--- src/rtl/gate_pkg.sv ---
package gate_pkg;
  typedef enum logic [1:0] {
    FETCH_IDLE = 2'd0,
    FETCH_REQ  = 2'd1,
    FETCH_WAIT = 2'd2
  } fetch_st_e;
endpackage

--- src/rtl/gate_counters.sv ---
module gate_counters #(
  parameter int CNT_W = 8,
  parameter int RNW_W = 8
) (
  input  logic             clk,
  input  logic             rst_n,
  input  logic             abort_ev,
  input  logic             renew_ev,
  input  logic             commit_ev,
  output logic [CNT_W-1:0] abort_cnt,
  output logic [RNW_W-1:0] renew_cnt,
  output logic             reload
);
  localparam logic [CNT_W-1:0] ACNT_MAX = {CNT_W{1'b1}};
  localparam logic [RNW_W-1:0] RCNT_MAX = {RNW_W{1'b1}};

  logic counts_nz;
  assign counts_nz = (abort_cnt != '0) || (renew_cnt != '0);
  assign reload    = abort_ev | renew_ev | (commit_ev & counts_nz);

  always_ff @(posedge clk or negedge rst_n) begin
    if (!rst_n) begin
      abort_cnt <= '0;
      renew_cnt <= '0;
    end else if (abort_ev) begin
      if (abort_cnt != ACNT_MAX) abort_cnt <= abort_cnt + 1'b1;
      renew_cnt <= '0;
    end else if (renew_ev) begin
      if (renew_cnt != RCNT_MAX) renew_cnt <= renew_cnt + 1'b1;
    end else if (commit_ev) begin
      abort_cnt <= '0;
      renew_cnt <= '0;
    end
  end

  AST_ABORT_SAT: assert property (@(posedge clk) disable iff (!rst_n)
    (abort_ev && abort_cnt == ACNT_MAX) |=> abort_cnt == ACNT_MAX);
  AST_ABORT_RENEW_ZERO: assert property (@(posedge clk) disable iff (!rst_n)
    abort_ev |=> (renew_cnt == '0) && (abort_cnt != '0));
  AST_COMMIT_CLEARS: assert property (@(posedge clk) disable iff (!rst_n)
    (commit_ev && !abort_ev && !renew_ev) |=> (abort_cnt == '0) && (renew_cnt == '0));
endmodule

--- src/rtl/gate_timer.sv ---
module gate_timer #(
  parameter int TMR_W = 16
) (
  input  logic             clk,
  input  logic             rst_n,
  input  logic             load,
  input  logic [TMR_W-1:0] period,
  input  logic             armed,
  input  logic             drop,
  output logic [TMR_W-1:0] tmr,
  output logic             pend,
  output logic             expired
);
  localparam logic [TMR_W-1:0] T_ONE = {{(TMR_W-1){1'b0}}, 1'b1};

  logic [TMR_W-1:0] ld_val;
  assign ld_val = (period == '0) ? T_ONE : period;

  always_ff @(posedge clk or negedge rst_n) begin
    if (!rst_n) begin
      tmr     <= '0;
      pend    <= 1'b0;
      expired <= 1'b0;
    end else if (load) begin
      tmr     <= ld_val;
      pend    <= 1'b0;
      expired <= 1'b0;
    end else begin
      expired <= 1'b0;
      if (tmr != '0) begin
        tmr <= tmr - T_ONE;
        if (tmr == T_ONE && armed) begin
          pend    <= 1'b1;
          expired <= 1'b1;
        end
      end
      if (drop) pend <= 1'b0;
    end
  end

  AST_EXP_PULSE: assert property (@(posedge clk) disable iff (!rst_n)
    expired |=> !expired);
  AST_EXP_AT_ZERO: assert property (@(posedge clk) disable iff (!rst_n)
    expired |-> (tmr == '0) && pend);
  AST_HOLD_ZERO: assert property (@(posedge clk) disable iff (!rst_n)
    (pend && !load) |=> tmr == '0);
  AST_TMR_STEP: assert property (@(posedge clk) disable iff (!rst_n)
    (tmr != '0 && !load) |=> tmr == $past(tmr) - T_ONE);
endmodule

--- src/rtl/gate_txfetch.sv ---
module gate_txfetch
  import gate_pkg::*;
#(
  parameter int PID_W  = 4,
  parameter int TXID_W = 64
) (
  input  logic              clk,
  input  logic              rst_n,
  input  logic              start,
  input  logic [PID_W-1:0]  start_pid,
  input  logic              req_ready,
  input  logic              rsp_valid,
  input  logic [TXID_W-1:0] rsp_id,
  output logic              req_valid,
  output logic [PID_W-1:0]  req_pid,
  output logic              rsp_ready,
  output logic [TXID_W-1:0] txid
);
  fetch_st_e st;

  assign req_valid = (st == FETCH_REQ);
  assign rsp_ready = (st == FETCH_WAIT);

  always_ff @(posedge clk or negedge rst_n) begin
    if (!rst_n) begin
      st      <= FETCH_IDLE;
      req_pid <= '0;
      txid    <= '0;
    end else if (start) begin
      st      <= FETCH_REQ;
      req_pid <= start_pid;
      txid    <= '0;
    end else begin
      case (st)
        FETCH_REQ:  if (req_ready) st <= FETCH_WAIT;
        FETCH_WAIT: if (rsp_valid) begin
          txid <= rsp_id;
          st   <= FETCH_IDLE;
        end
        default:    st <= FETCH_IDLE;
      endcase
    end
  end

  AST_REQ_HOLD: assert property (@(posedge clk) disable iff (!rst_n)
    (req_valid && !req_ready && !start) |=> req_valid && $stable(req_pid));
  AST_TXID_STABLE: assert property (@(posedge clk) disable iff (!rst_n)
    (!start && !(rsp_valid && rsp_ready)) |=> $stable(txid));
  AST_RSP_CAPTURE: assert property (@(posedge clk) disable iff (!rst_n)
    (!start && rsp_valid && rsp_ready) |=> (txid == $past(rsp_id)) && !rsp_ready);
endmodule

--- src/rtl/abort_gate_entry.sv ---
module abort_gate_entry #(
  parameter int PID_W  = 4,
  parameter int TXID_W = 64,
  parameter int CNT_W  = 8,
  parameter int RNW_W  = 8,
  parameter int TMR_W  = 16
) (
  input  logic              clk,
  input  logic              rst_n,
  input  logic              abort_valid_i,
  input  logic [PID_W-1:0]  abort_pid_i,
  input  logic              commit_i,
  input  logic              access_i,
  input  logic [TMR_W-1:0]  period_i,
  input  logic              chk_valid_i,
  input  logic              chk_renew_i,
  output logic              txreq_valid_o,
  output logic [PID_W-1:0]  txreq_pid_o,
  input  logic              txreq_ready_i,
  input  logic              txrsp_valid_i,
  input  logic [TXID_W-1:0] txrsp_id_i,
  output logic              txrsp_ready_o,
  output logic              stop_clk_o,
  output logic              clk_on_o,
  output logic              expired_o,
  output logic              off_o,
  output logic [PID_W-1:0]  aborter_pid_o,
  output logic [TXID_W-1:0] aborter_txid_o,
  output logic [CNT_W-1:0]  abort_cnt_o,
  output logic [RNW_W-1:0]  renew_cnt_o,
  output logic [TMR_W-1:0]  timer_o
);
  logic off_q, stop_q, on_q;
  logic [PID_W-1:0] apid_q;
  logic pend, reload;
  logic verdict, renew_ev, wake_chk, wake_acc, commit_ev, armed, drop;

  // Priority: abort, then verdict, then access wake and commit.
  assign verdict   = chk_valid_i & pend & ~abort_valid_i;
  assign renew_ev  = verdict & chk_renew_i;
  assign wake_chk  = verdict & ~chk_renew_i;
  assign wake_acc  = access_i & off_q & ~abort_valid_i & ~verdict;
  assign commit_ev = commit_i & ~abort_valid_i & ~renew_ev;
  assign armed     = off_q & ~wake_acc & ~wake_chk;
  assign drop      = wake_chk | wake_acc;

  gate_counters #(.CNT_W(CNT_W), .RNW_W(RNW_W)) u_cnt (
    .clk       (clk),
    .rst_n     (rst_n),
    .abort_ev  (abort_valid_i),
    .renew_ev  (renew_ev),
    .commit_ev (commit_ev),
    .abort_cnt (abort_cnt_o),
    .renew_cnt (renew_cnt_o),
    .reload    (reload)
  );

  gate_timer #(.TMR_W(TMR_W)) u_tmr (
    .clk     (clk),
    .rst_n   (rst_n),
    .load    (reload),
    .period  (period_i),
    .armed   (armed),
    .drop    (drop),
    .tmr     (timer_o),
    .pend    (pend),
    .expired (expired_o)
  );

  gate_txfetch #(.PID_W(PID_W), .TXID_W(TXID_W)) u_fetch (
    .clk       (clk),
    .rst_n     (rst_n),
    .start     (abort_valid_i),
    .start_pid (abort_pid_i),
    .req_ready (txreq_ready_i),
    .rsp_valid (txrsp_valid_i),
    .rsp_id    (txrsp_id_i),
    .req_valid (txreq_valid_o),
    .req_pid   (txreq_pid_o),
    .rsp_ready (txrsp_ready_o),
    .txid      (aborter_txid_o)
  );

  always_ff @(posedge clk or negedge rst_n) begin
    if (!rst_n) begin
      off_q  <= 1'b0;
      stop_q <= 1'b0;
      on_q   <= 1'b0;
      apid_q <= '0;
    end else begin
      stop_q <= abort_valid_i;
      on_q   <= wake_chk;
      if (abort_valid_i) begin
        off_q  <= 1'b1;
        apid_q <= abort_pid_i;
      end else if (wake_chk || wake_acc) begin
        off_q <= 1'b0;
      end
    end
  end

  assign off_o         = off_q;
  assign stop_clk_o    = stop_q;
  assign clk_on_o      = on_q;
  assign aborter_pid_o = apid_q;

  AST_STOP_SETS_OFF: assert property (@(posedge clk) disable iff (!rst_n)
    stop_clk_o |-> off_o);
  AST_STOP_PULSE: assert property (@(posedge clk) disable iff (!rst_n)
    (stop_clk_o && !$past(abort_valid_i)) |-> 1'b0);
  AST_ON_CLEARS_OFF: assert property (@(posedge clk) disable iff (!rst_n)
    clk_on_o |-> !off_o && !stop_clk_o);
  AST_RENEW_KEEPS_OFF: assert property (@(posedge clk) disable iff (!rst_n)
    renew_ev |=> off_o && !clk_on_o);
  AST_ACCESS_WAKE: assert property (@(posedge clk) disable iff (!rst_n)
    (access_i && off_o && !abort_valid_i && !chk_valid_i) |=> !off_o && !clk_on_o);
  AST_IGNORE_VERDICT: assert property (@(posedge clk) disable iff (!rst_n)
    (chk_valid_i && !pend && !abort_valid_i && !access_i && !commit_i)
      |=> $stable(off_o) && $stable(renew_cnt_o) && !clk_on_o);
  AST_COMMIT_OFF_KEPT: assert property (@(posedge clk) disable iff (!rst_n)
    (commit_i && !abort_valid_i && !chk_valid_i && !access_i) |=> off_o == $past(off_o));
endmodule

--- config.mk ---
export PLATFORM = sky130hd
export DESIGN_NAME = abort_gate_entry
export DESIGN_NICKNAME = d
export VERILOG_FILES = /design/src/rtl/gate_pkg.sv /design/src/rtl/gate_counters.sv /design/src/rtl/gate_timer.sv /design/src/rtl/gate_txfetch.sv /design/src/rtl/abort_gate_entry.sv
export SDC_FILE = /design/constraint.sdc
export NUM_CORES = 1
export LEC_CHECK = 0
export BUFFER_PORTS_ARGS = -buffer_cell sky130_fd_sc_hd__buf_2
export CAP_MARGIN = 20
export CORE_ASPECT_RATIO = 0.5
export CORE_MARGIN = 2
export CORE_UTILIZATION = 50
export CTS_BUF_LIST = sky130_fd_sc_hd__clkbuf_4 sky130_fd_sc_hd__clkbuf_8 sky130_fd_sc_hd__clkbuf_16
export CTS_CLUSTER_DIAMETER = 200
export DETAILED_ROUTE_END_ITERATION = 6
export HOLD_SLACK_MARGIN = 0.12
export PLACE_DENSITY = 0.84
export SLEW_MARGIN = 0
export SYNTH_ARGS = -nofsm -noshare
export SYNTH_HDL_FRONTEND = slang
export SYNTH_SLANG_ARGS = --single-unit
--- constraint.sdc ---
create_clock -name clk -period 3.05 [get_ports clk]
set_input_delay 0.61 -clock clk [delete_from_list [all_inputs] [get_ports clk]]
set_output_delay 0.61 -clock clk [all_outputs]
set_load 0.01 [all_outputs]
## Word level (Yosys, flattened, before mapping)

Index checks and enable logic that the tools add are counted.

- Add/subtract/negate cells: 3
- Equality and inequality tests: 10
- Multiplexer cells: 26
- Bitwise logic cells: 21
- Reduce and logical (&&, ||, !) cells: 20

Operators by type and width:

| operator | number |
|---|---|
| $mux 64 | 3 |
| $mux 8 | 7 |
| $mux 16 | 3 |
| $add 8x1->8 const B | 2 |
| $eq 16x1->1 const B | 1 |
| $logic_not 16->1 | 1 |
| $ne 8x8->1 const B | 2 |
| $reduce_bool 16->1 | 1 |
| $reduce_bool 8->1 | 2 |
| $sub 16x1->16 const B | 1 |
| $and 1x1->1 | 12 |
| $reduce_bool 2->1 | 5 |
| $mux 1 | 9 |
| $reduce_bool 3->1 | 3 |
| $reduce_and 2->1 | 4 |
| $mux 2 | 3 |
| $ne 3x2->1 const B | 2 |
| $not 1->1 | 6 |
| $pmux 2 s2 | 1 |
| $ne 3x3->1 const B | 1 |
| $or 1x1->1 | 3 |
| $reduce_and 3->1 | 1 |
| $eq 2x1->1 const B | 1 |
| $eq 2x2->1 const B | 1 |
| other kinds (4) | 5 |

- Register bits after elaboration: 107
- Logic and storage cells: 91

## Depth between registers and ports, before layout

- Depth in word-level cells: 12
- Gate-level depth with buffers: 9
- Depth with buffers taken out: 7

## By module

From an unflattened synthesis, not the netlist that was laid out.

- Cells, all modules: 554
- Area, all modules: 5925.7 µm²

Modules (own cells, without submodules):

| module | times used | cells each | area an instance (µm²) | sequential area each (µm²) |
|---|---|---|---|---|
| gate_txfetch | 1 | 296 | 3490.8 | 1751.7 |
| gate_timer | 1 | 126 | 1113.6 | 450.4 |
| gate_counters | 1 | 108 | 1024.7 | 400.4 |
| abort_gate_entry | 1 | 24 | 296.5 | 175.2 |

## Least setup slack after synthesis

OpenSTA, ideal clock, no wires.

- Kind: input port to flip-flop
- From: in abort_valid_i
- To: reg u_tmr.tmr[11]
- Library setup time: 126 ps
- Arrival time: 1788 ps
- Setup slack: 1136 ps
- Stages on the path: 8
- Path through: buf_4 > and4b_1 > buf_6 > a211o_1 > buf_2 > buf_2 > nand2_1 > o31ai_1

- Word-level cells in the longest chain between the ends: 8
- Elaborated cells between the ends (all ways): 11
- Those cells by class: mux (1); bitwise (9); reduce/logical (1)

Ends and longest elaborated chain:

| element | RTL line | text |
|---|---|---|
| start: declaration | abort_gate_entry.sv:10 | `input logic abort_valid_i,` |
| $not 1->1 | abort_gate_entry.sv:39, abort_gate_entry.sv:43 |  |
| $and 1x1->1 | abort_gate_entry.sv:39 | `assign verdict = chk_valid_i & pend & ~abort_valid_i;` |
| $and 1x1->1 | abort_gate_entry.sv:40 | `assign renew_ev = verdict & chk_renew_i;` |
| $not 1->1 | abort_gate_entry.sv:43 | `assign commit_ev = commit_i & ~abort_valid_i & ~renew_ev;` |
| $and 1x1->1 | abort_gate_entry.sv:43 |  |
| $and 1x1->1 | gate_counters.sv:19 | `assign reload = abort_ev \| renew_ev \| (commit_ev & counts_nz);` |
| $or 1x1->1 (*) | gate_counters.sv:19 |  |
| $mux 16 / $reduce_bool 2->1 (equally long branches) | - |  |
| end signal: assignment | gate_timer.sv:25 | `tmr <= ld_val;` |
| end signal: assignment | gate_timer.sv:31 | `tmr <= tmr - T_ONE;` |
| end: declaration | gate_timer.sv:10 | `output logic [TMR_W-1:0] tmr,` |

Every way passes the cells marked *; elsewhere a longest branch is shown, timed or not.
A chain may end at the register's enable or synchronous reset.

## Worst setup path after layout

- From: reg u_tmr.tmr[12]
- To: reg u_tmr.tmr[1]

- Word-level cells in the longest chain between the ends: 2

Ends and longest elaborated chain:

| element | RTL line | text |
|---|---|---|
| $reduce_bool 16->1 | gate_timer.sv:30 | `if (tmr != '0) begin` |
| $reduce_bool 2->1 (no line) | - |  |

Every way passes these cells.

==> impl_metrics.ini <==
[drt]
firstDrtPassIters = 7
routed.top_layer = met4
wl_met3_um = 557
drcViolationCount = 7
met1_length_mm = 5.05
viasPerCell = 5.41
wl_met2_mm = 5.73
drtIter0Drc = 174
routed_wl_mm = 11.5
vias = 3838
ant_nets = 0
wl_per_cell_um = 16.2

[placed_design]
dpl.hpwl_mm = 8.24
io_buffers = 202
gp_congestion = 0.859
placed_cells = 693
place_area_um2 = 5720

[sta]
setup_violations = 0
worst_pin_slew_ps = 691
maxSlewHeadroom = 0.539
rsz0062_at_grt = false
fin_skew_ps = 5.22
max_freq_ghz = 0.426
hold_viol = 0
worst_hold_slack_ps = 306
fin_crit_ps = 2350
finalCritPeriodShare = 0.769
final.setup.tns_ps = 0
maxSlewViolCount = 0

[synth]
syn-num-nets = 493
yosys_register_bits = 107
synth-edff-count = 0
synth_warnings = 0
synth_cells = 394
synth_cell_types = 46
async_reset_ff_frac = 1.00
avgSynthCellArea_um2 = 11.7
ys_seq_area_frac = 0.579
synthFlopType = dfrtp_1
syn_area_um2 = 4630

[finish]
final_area_um2 = 6060
diodes = 0
mostFrequentLayoutCells = buf_2 (201), dfrtp_1 (107), a22o_1 (64)
layout.nets = 686
syn_to_final_growth_pct = 31.0
layout-drive-gt1-share = 0.407
layout_commonest_cell = buf_2
instances_no_fill = 709

[clocking]
postCtsHoldBufs = 0
cts_sinks = 107
htree_levels = 3
path_clk_slew_ps = 70
insertion_delay_ps = 340
ctsResizeCount = 0
cts_root_buf = clkbuf_16
cts_tree = yes
cts_setup_buffers = 0
numCtsBuffers = 9
clockBufferDepth = 2

[global_routing]
track_usage = 0.225
overflow = 0
grt_pass1_wl_mm = 18.1
grt_pass1_vias = 3682
grt_max_degree = 65
antenna_found_initial = 0

[floorplanning]
die_w_um = 140
initial_utilization = 0.522
ioPinCount = 203
rows = 24
die_area_um2 = 10100
dieHeight_um = 72.0
fp.coreArea_um2 = 8860

[critical_path]
start_kind = flip-flop
r2r-start = u_tmr.tmr[12]$_DFFE_PN0P_
path_class = reg2reg
crit_start = u_tmr.tmr[12]$_DFFE_PN0P_
cp_data_required_time_ps = 3310
cp.arrival_ps = 2610
critical_path.max_stage_delay_ps = 570
critPathSlowestCell = or4_4
critPathMaxFanout = 12
crit_path_cell_trace = or4_4 > nor3_2 > and3_1 > mux2_2 > o21ai_1
endpoint_kind = flip-flop

[run_status]
status = complete, but fails checks
violations = DRC

[pwr]
power_density_nw_per_um2 = 546
ir_worst_vdd_uv = 321
leakagePower_nw = 3.22

[job]
cap_violations = 0

[min_path]
hold_path_class = in2async
worst max-delay path, delay by kind of cell, from the launching register on:
kind / cells / cell delay, ps
AND/OR/NAND/NOR: 3 / 1320
multiplexers: 1 / 400
AO/OA/AOI/OAI: 1 / 120
flip-flops: 1 / 440
where the power goes:
part	total [mW]	switching [mW]	internal (mW)	leakage, nW
clock network	1.28	0.526	0.751	0.164
logic	0.455	0.254	0.201	1.62
registers	1.58	0.0905	1.49	1.44
total	3.31	0.870	2.44	3.22
cell usage after synthesis (2+ instances only):
library cell,instances,area [um^2]
nor4_1,7,43.8
ha_1,6,75.1
nor2_1,22,82.6
nor4b_1,2,17.5
nand4_1,6,37.5
buf_4,5,37.5
a22o_1,64,561
nor4_2,2,25.0
nand3_1,17,85.1
o21ai_0,9,45.0
o21ai_1,2,10.0
and3_1,4,25.0
xor2_1,11,96.3
nor2b_1,3,18.8
clkbuf_1,14,52.6
dfrtp_1,107,2680
a21o_1,2,15.0
inv_1,10,37.5
o31ai_1,11,82.6
a211oi_2,2,25.0
a21oi_1,7,35.0
buf_6,2,22.5
mux2i_1,2,20.0
mux2_2,7,78.8
nand2_1,26,97.6
buf_2,4,20.0
xnor2_1,12,105
nor3_1,10,50.1
sequential cells by signal (all words and copies together), names as in the netlist:
name and cells:
clk_on_o 1, off_o 1, stop_clk_o 1, u_cnt.abort_cnt 8, u_cnt.renew_cnt 8, u_fetch.req_pid 4
u_fetch.st 2, u_fetch.txid 64, u_tmr.expired 1, u_tmr.pend 1, u_tmr.tmr 16
cells by family (layout without fill, tap and decap cells):
| logic type | after synthesis | count (layout) | share of synthesized area |
|---|---|---|---|
| flip-flops | 107 | 107 | 0.579 |
| buffers and inverters | 36 | 234 | 0.0379 |
| adder cells (fa/ha/maj) | 6 | 6 | 0.0162 |
| AND/OR/NAND/NOR | 109 | 109 | 0.122 |
| XOR/XNOR | 23 | 23 | 0.0435 |
| AO/OA/AOI/OAI | 104 | 104 | 0.180 |
| multiplexers | 9 | 9 | 0.0214 |
routing by layer:
layer,vias up,global-route usage
li1,1831,-
met1,1877,0.298
met4,0,0.0685
met3,13,0.0502
met2,117,0.382
met5,-,0
path summary, 6_finish.rpt:
check	end	slack, ps	cells past startpoint
worst max-delay path	u_tmr.tmr[1]$_DFFE_PN0P_	700	5
worst min-delay path	u_tmr.tmr[15]$_DFFE_PN0P_	310	1
max in group asynchronous	u_fetch.txid[23]$_DFFE_PN0P_	2000	2
min in group clk	clk_on_o$_DFF_PN0_	450	2
worst max register to register	u_tmr.tmr[1]$_DFFE_PN0P_	700	5
worst min register to register	u_fetch.txid[29]$_DFFE_PN0P_	500	1
stage by stage:
step / setup slack (ps) / power (mW) / utilization
final: 705 / 3.31 / 0.684
after detailed placement: 754 / 2.06 / 0.646
after global placement: 860 / 2.04 / 0.646
after global routing: 577 / 3.45 / 0.684
after CTS: 721 / 3.34 / 0.684
after floorplan: 1140 / 1.84 / -
final cells by class:
class	count	area [um^2]
repair buffers	208	1070
fillers	685	2800
multi-input cells	251	1790
flip-flops and latches	107	2680
clock buffers	10	239
clock inverters	6	95.1
inverters	10	37.5
well taps	117	146
Power figures use the tool's default switching activity.
